--- config.mk ---
export PLATFORM = sky130hd
export DESIGN_NAME = predCmpUnit
export DESIGN_NICKNAME = d
export VERILOG_FILES = /design/src/rtl/predCmpPkg.sv /design/src/rtl/predCmpCtrl.sv /design/src/rtl/predCmpDatapath.sv /design/src/rtl/predCmpUnit.sv
export SDC_FILE = /design/constraint.sdc
export NUM_CORES = 1
export LEC_CHECK = 0
export BUFFER_PORTS_ARGS = -buffer_cell sky130_fd_sc_hd__clkbuf_2
export CORE_MARGIN = 2
export CORE_UTILIZATION = 30
export DETAILED_ROUTE_END_ITERATION = 10
export PLACE_DENSITY = 0.56
export SYNTH_ARGS = -nofsm -noshare
export SYNTH_HDL_FRONTEND = slang
export SYNTH_SLANG_ARGS = --single-unit
export TNS_END_PERCENT = 30
--- constraint.sdc ---
create_clock -name clk -period 5.8 [get_ports clk]
set_clock_uncertainty 0.15 [all_clocks]
set_input_delay 0.29 -clock clk [delete_from_list [all_inputs] [get_ports clk]]
set_output_delay 0.29 -clock clk [all_outputs]
set_load 0.005 [all_outputs]
--- src/rtl/predCmpPkg.sv ---
package predCmpPkg;

  localparam logic [2:0] CT_NORMAL    = 3'd0;
  localparam logic [2:0] CT_UNCOND    = 3'd1;
  localparam logic [2:0] CT_AND       = 3'd2;
  localparam logic [2:0] CT_ANDCM     = 3'd3;
  localparam logic [2:0] CT_OR        = 3'd4;
  localparam logic [2:0] CT_ORCM      = 3'd5;
  localparam logic [2:0] CT_OR_ANDCM  = 3'd6;
  localparam logic [2:0] CT_AND_ORCM  = 3'd7;

  localparam logic [3:0] REL_EQ  = 4'd0;
  localparam logic [3:0] REL_NE  = 4'd1;
  localparam logic [3:0] REL_LT  = 4'd2;
  localparam logic [3:0] REL_LE  = 4'd3;
  localparam logic [3:0] REL_GT  = 4'd4;
  localparam logic [3:0] REL_GE  = 4'd5;
  localparam logic [3:0] REL_LTU = 4'd6;
  localparam logic [3:0] REL_LEU = 4'd7;
  localparam logic [3:0] REL_GTU = 4'd8;
  localparam logic [3:0] REL_GEU = 4'd9;
  localparam logic [3:0] REL_MAX = REL_GEU;

  localparam int NUM_TGT = 2;

  // Strobes from control to datapath: relation shaping plus, per target,
  // the write enable and value to use for each outcome polarity.
  typedef struct packed {
    logic                opValid;
    logic                useBit;
    logic                selEq;
    logic                selUns;
    logic                swap;
    logic                invert;
    logic [NUM_TGT-1:0]  wrOnTrue;
    logic [NUM_TGT-1:0]  wrOnFalse;
    logic [NUM_TGT-1:0]  valOnTrue;
    logic [NUM_TGT-1:0]  valOnFalse;
  } ctrlStrobes_t;

endpackage

--- src/rtl/predCmpCtrl.sv ---
module predCmpCtrl
  import predCmpPkg::*;
(
  input  logic         inValid,
  input  logic         bitTest,
  input  logic [3:0]   relCode,
  input  logic [2:0]   cmpType,
  input  logic         qualPred,
  output ctrlStrobes_t ctrl
);

  logic legal;

  always_comb begin
    ctrl = '0;
    ctrl.opValid = inValid;
    ctrl.useBit  = bitTest;
    legal = bitTest || (relCode <= REL_MAX);

    case (relCode)
      REL_EQ:  ctrl.selEq = 1'b1;
      REL_NE:  begin ctrl.selEq = 1'b1; ctrl.invert = 1'b1; end
      REL_LT:  ;
      REL_LE:  begin ctrl.swap = 1'b1; ctrl.invert = 1'b1; end
      REL_GT:  ctrl.swap = 1'b1;
      REL_GE:  ctrl.invert = 1'b1;
      REL_LTU: ctrl.selUns = 1'b1;
      REL_LEU: begin ctrl.selUns = 1'b1; ctrl.swap = 1'b1; ctrl.invert = 1'b1; end
      REL_GTU: begin ctrl.selUns = 1'b1; ctrl.swap = 1'b1; end
      REL_GEU: begin ctrl.selUns = 1'b1; ctrl.invert = 1'b1; end
      default: ;
    endcase

    if (inValid && legal) begin
      if (qualPred) begin
        case (cmpType)
          CT_NORMAL, CT_UNCOND: begin
            ctrl.wrOnTrue  = 2'b11; ctrl.valOnTrue  = 2'b01;
            ctrl.wrOnFalse = 2'b11; ctrl.valOnFalse = 2'b10;
          end
          CT_AND:      begin ctrl.wrOnFalse = 2'b11; ctrl.valOnFalse = 2'b00; end
          CT_ANDCM:    begin ctrl.wrOnTrue  = 2'b11; ctrl.valOnTrue  = 2'b00; end
          CT_OR:       begin ctrl.wrOnTrue  = 2'b11; ctrl.valOnTrue  = 2'b11; end
          CT_ORCM:     begin ctrl.wrOnFalse = 2'b11; ctrl.valOnFalse = 2'b11; end
          CT_OR_ANDCM: begin ctrl.wrOnTrue  = 2'b11; ctrl.valOnTrue  = 2'b01; end
          CT_AND_ORCM: begin ctrl.wrOnFalse = 2'b11; ctrl.valOnFalse = 2'b10; end
          default: ;
        endcase
      end else if (cmpType == CT_UNCOND) begin
        ctrl.wrOnTrue  = 2'b11; ctrl.valOnTrue  = 2'b00;
        ctrl.wrOnFalse = 2'b11; ctrl.valOnFalse = 2'b00;
      end
    end
  end

endmodule

--- src/rtl/predCmpDatapath.sv ---
module predCmpDatapath
  import predCmpPkg::*;
#(
  parameter int DATA_W   = 64,
  parameter int NARROW_W = 32,
  parameter int IMM_W    = 8,
  localparam int POS_W   = $clog2(DATA_W),
  localparam int HI_W    = DATA_W - NARROW_W
) (
  input  logic                clk,
  input  logic                rstN,
  input  ctrlStrobes_t        ctrl,
  input  logic [DATA_W-1:0]   srcA,
  input  logic [DATA_W-1:0]   srcB,
  input  logic [IMM_W-1:0]    immVal,
  input  logic                useImm,
  input  logic                narrowMode,
  input  logic [POS_W-1:0]    bitPos,
  output logic                outValid,
  output logic [NUM_TGT-1:0]  tgtWrEn,
  output logic [NUM_TGT-1:0]  tgtVal
);

  logic [DATA_W-1:0]  opB;
  logic [DATA_W-1:0]  sA, sB, uA, uB;
  logic [DATA_W-1:0]  lhsS, rhsS, lhsU, rhsU;
  logic               isEq, ltRaw, relOut, outcome;
  logic [NUM_TGT-1:0] nextEn, nextVal;

  always_comb begin
    opB = useImm ? {{(DATA_W-IMM_W){immVal[IMM_W-1]}}, immVal} : srcB;
    if (narrowMode) begin
      sA = {{HI_W{srcA[NARROW_W-1]}}, srcA[NARROW_W-1:0]};
      sB = {{HI_W{opB[NARROW_W-1]}},  opB[NARROW_W-1:0]};
      uA = {{HI_W{1'b0}}, srcA[NARROW_W-1:0]};
      uB = {{HI_W{1'b0}}, opB[NARROW_W-1:0]};
    end else begin
      sA = srcA;
      sB = opB;
      uA = srcA;
      uB = opB;
    end
    lhsS = ctrl.swap ? sB : sA;
    rhsS = ctrl.swap ? sA : sB;
    lhsU = ctrl.swap ? uB : uA;
    rhsU = ctrl.swap ? uA : uB;
    isEq  = (uA == uB);
    ltRaw = ctrl.selUns ? (lhsU < rhsU) : ($signed(lhsS) < $signed(rhsS));
    relOut  = ctrl.invert ^ (ctrl.selEq ? isEq : ltRaw);
    outcome = ctrl.useBit ? srcA[bitPos] : relOut;
  end

  for (genvar t = 0; t < NUM_TGT; t++) begin : gTgt
    assign nextEn[t]  = outcome ? ctrl.wrOnTrue[t]  : ctrl.wrOnFalse[t];
    assign nextVal[t] = outcome ? ctrl.valOnTrue[t] : ctrl.valOnFalse[t];
  end

  always_ff @(posedge clk) begin
    if (!rstN) begin
      outValid <= 1'b0;
      tgtWrEn  <= '0;
      tgtVal   <= '0;
    end else begin
      outValid <= ctrl.opValid;
      tgtWrEn  <= ctrl.opValid ? nextEn : '0;
      tgtVal   <= nextVal;
    end
  end

endmodule

--- src/rtl/predCmpUnit.sv ---
module predCmpUnit
  import predCmpPkg::*;
#(
  parameter int DATA_W   = 64,
  parameter int NARROW_W = 32,
  parameter int IMM_W    = 8,
  localparam int POS_W   = $clog2(DATA_W)
) (
  input  logic               clk,
  input  logic               rstN,
  input  logic               inValid,
  input  logic [DATA_W-1:0]  srcA,
  input  logic [DATA_W-1:0]  srcB,
  input  logic [IMM_W-1:0]   immVal,
  input  logic               useImm,
  input  logic               narrowMode,
  input  logic               bitTest,
  input  logic [POS_W-1:0]   bitPos,
  input  logic [3:0]         relCode,
  input  logic [2:0]         cmpType,
  input  logic               qualPred,
  output logic               outValid,
  output logic               tgt1WrEn,
  output logic               tgt1Val,
  output logic               tgt2WrEn,
  output logic               tgt2Val
);

  ctrlStrobes_t       ctrl;
  logic [NUM_TGT-1:0] tgtWrEn, tgtVal;

  predCmpCtrl ctrl_i (
    .inValid (inValid),
    .bitTest (bitTest),
    .relCode (relCode),
    .cmpType (cmpType),
    .qualPred(qualPred),
    .ctrl    (ctrl)
  );

  predCmpDatapath #(
    .DATA_W  (DATA_W),
    .NARROW_W(NARROW_W),
    .IMM_W   (IMM_W)
  ) dp_i (
    .clk       (clk),
    .rstN      (rstN),
    .ctrl      (ctrl),
    .srcA      (srcA),
    .srcB      (srcB),
    .immVal    (immVal),
    .useImm    (useImm),
    .narrowMode(narrowMode),
    .bitPos    (bitPos),
    .outValid  (outValid),
    .tgtWrEn   (tgtWrEn),
    .tgtVal    (tgtVal)
  );

  assign tgt1WrEn = tgtWrEn[0];
  assign tgt1Val  = tgtVal[0];
  assign tgt2WrEn = tgtWrEn[1];
  assign tgt2Val  = tgtVal[1];

endmodule

==> results.toml <==
[run_status]
outcome = "complete, no violations"

[sta]
tightest_slew_ns = 1.10
rsz0062_at_grt = "false"
fin_crit_ns = 4.92
setup_violations = 0
maxSlewViolCount = 0
tns_ns = 0
fin_crit_sh_pct = 84.9
slew_headroom_pct = 25.7
setup_slack_ns = 0.878
fmax_ghz = 0.203
hold_viol = 0

[drt]
firstDrtPassIters = 6
vias_per_cell = 5.94
wl_per_cell_um = 19.6
vias = 8611
drcViolationCount = 0
totalWireLength_mm = 28.5
ant_nets = 0
drtIter0Drc = 727

[synth]
synth_area_leaders = "ha_1 (17%), a21oi_1 (15%), nor2_1 (7.8%), mux4_2 (6.9%), o21ai_0 (6.0%)"
async_reset_ff_share_pct = 0
ys_ff_latch = 4
synthCells = 1052
ys_seq_area_share_pct = 1.17
synth_edf_count = 0
yosysWarnings = 0
yosys.area.top_type = "ha_1"
syn_nets = 1303
ys_top_cells_by_count = "a21oi_1 (200), nor2_1 (142), ha_1 (95)"
yosysUniqueCellTypes = 73
yosysMostFrequentCell = "a21oi_1"
synthFlopType = "dfxtp_1"
post_synth.cell_area_avg_sq_um = 6.49
yosysTopAreaCellShare_pct = 17.4
syn-cell-area_sq_um = 6830

[floorplanning]
die_h_um = 155
ios = 161
initial_core_util_pct = 30.4
die_width_um = 155
die_area_sq_um = 24000
core-area_sq_um = 22500
placementRows = 55

[power]
ir_worst_vdd_v = 0.0000479
powerDensity_nw_per_um2 = 129
p_leak_uw = 0.00348

[cts]
cts_sinks = 4
numCtsBuffers = 3
cts_hold_buf = 0
htree_levels = 1
postCtsSetupBuffers = 0
cts_resized = 0
clockBufferDepth = 2
clockRootBuffer = "clkbuf_16"
cts_tree = "built"
clk_pin_slew_ns = 0.03

[place]
post_dp_cell_area_sq_um = 7890
io_buffers = 160
globalplace.congestion = 0.958
dp_hpwl_mm = 23.3
dp_slack_ns = 0.744

[global_route]
track_usage_pct = 22.7
grt_overflow_total = 0
grt_max_degree = 108
grt_antenna_before_repair = 1
grt_first_pass_wirelength_mm = 43.6
grt_pass1_vias = 7883

[finish]
antenna_cells = 0
finalInstanceArea_sq_um = 7970
layout-drive-gt1-share_pct = 18.9
fillers = 2468
nets = 1418
syn_to_final_growth_pct = 16.6

[critical_path]
critPathKind = "in2reg"
cp.arrival_ns = 4.88
required_ns = 5.76
end_kind = "flop"
startpoint_type = "primary input"
cp_max_fo = 20

[run]
drv_cap = 0

[hold_path]
hold_path.class = "in2reg"
worst max-delay path, stage by stage:
cell,delay (ns)
clkbuf_2,0.23
inv_1,0.45
a21oi_1,0.20
nand2b_1,0.20
nand2_1,0.53
o22ai_1,0.19
ha_1,0.35
a2111oi_0,0.48
nand2_1,0.10
a31oi_1,0.15
o32a_1,0.18
a21oi_1,0.09
o31ai_1,0.34
a31oi_1,0.09
o41ai_1,0.47
or2_1,0.24
mux2i_1,0.20
a21oi_1,0.08
path summary, 6_finish.rpt:
path / start / to / slack, ns / depth (start not counted)
max: useImm / dp_i.tgtVal[1] / 0.88 / 18
min: inValid / dp_i.outValid / 0.15 / 2
final cells by class:
class                      instances  area [sq um]  area share, %
timing repair buffer             183          1020           12.8
inverter                          34           128           1.60
tap                              285           357           4.48
sequential                         4          80.1           1.01
clock buffer                       3          75.1          0.942
multi-input combinational        941          6300           79.1
layer usage:
metal  up-vias  part of all wire, %  global-route usage (%)
met5         -                0.046                       0
met4         2                  3.4                    7.14
met3        62                  9.4                    3.37
met2       410                   46                    38.5
met1      3983                   41                    29.7
li1       4154                    -                       -
cells in the final DEF (no fill, tap or decap), drive strengths merged, types with 23 or more instances in the layout:
| cell | Yosys | final |
|---|---|---|
| inv | 33 | 33 |
| o21ai | 82 | 82 |
| a21o | 23 | 23 |
| nand4 | 24 | 24 |
| nor2 | 142 | 142 |
| nand2b | 31 | 31 |
| o22ai | 23 | 23 |
| clkbuf | 46 | 163 |
| nand2 | 89 | 89 |
| nand3 | 26 | 26 |
| ha | 95 | 95 |
| a21oi | 201 | 201 |
| buf | 27 | 23 |
power by group:
group          total [uW]  internal, uW  switching (uW)
logic                 889           361             528
clock network         106          87.9            17.8
registers            29.4          29.0           0.457
state kept, by name, indices dropped and copies added, names as in the netlist:
name           count
dp_i.outValid      1
dp_i.tgtVal        2
dp_i.tgtWrEn       1
cells by family (layout without fill, tap and decap cells):
family          after synthesis  after routing  synth area share [%]
fa+ha+maj                    95             95                  17.4
flops                         4              4                  1.17
xor+xnor                     33             33                  4.23
compound gates              409            409                  35.1
buf+inv                     107            220                  6.81
simple gates                363            363                  24.7
mux                          41             41                  10.6
through the flow:
stage	util, %	hold slack, ns	std cells	power (uW)
2_1_floorplan	-	0.270	1052	620
3_3_place_gp	35.1	0.376	1447	894
3_5_place_dp	35.1	0.385	1447	899
4_1_cts	35.4	0.151	1450	1010
5_1_grt	35.4	0.177	1450	1130
6_report	35.4	0.153	1450	1020
Note: power is estimated with default switching activity, not from simulation.
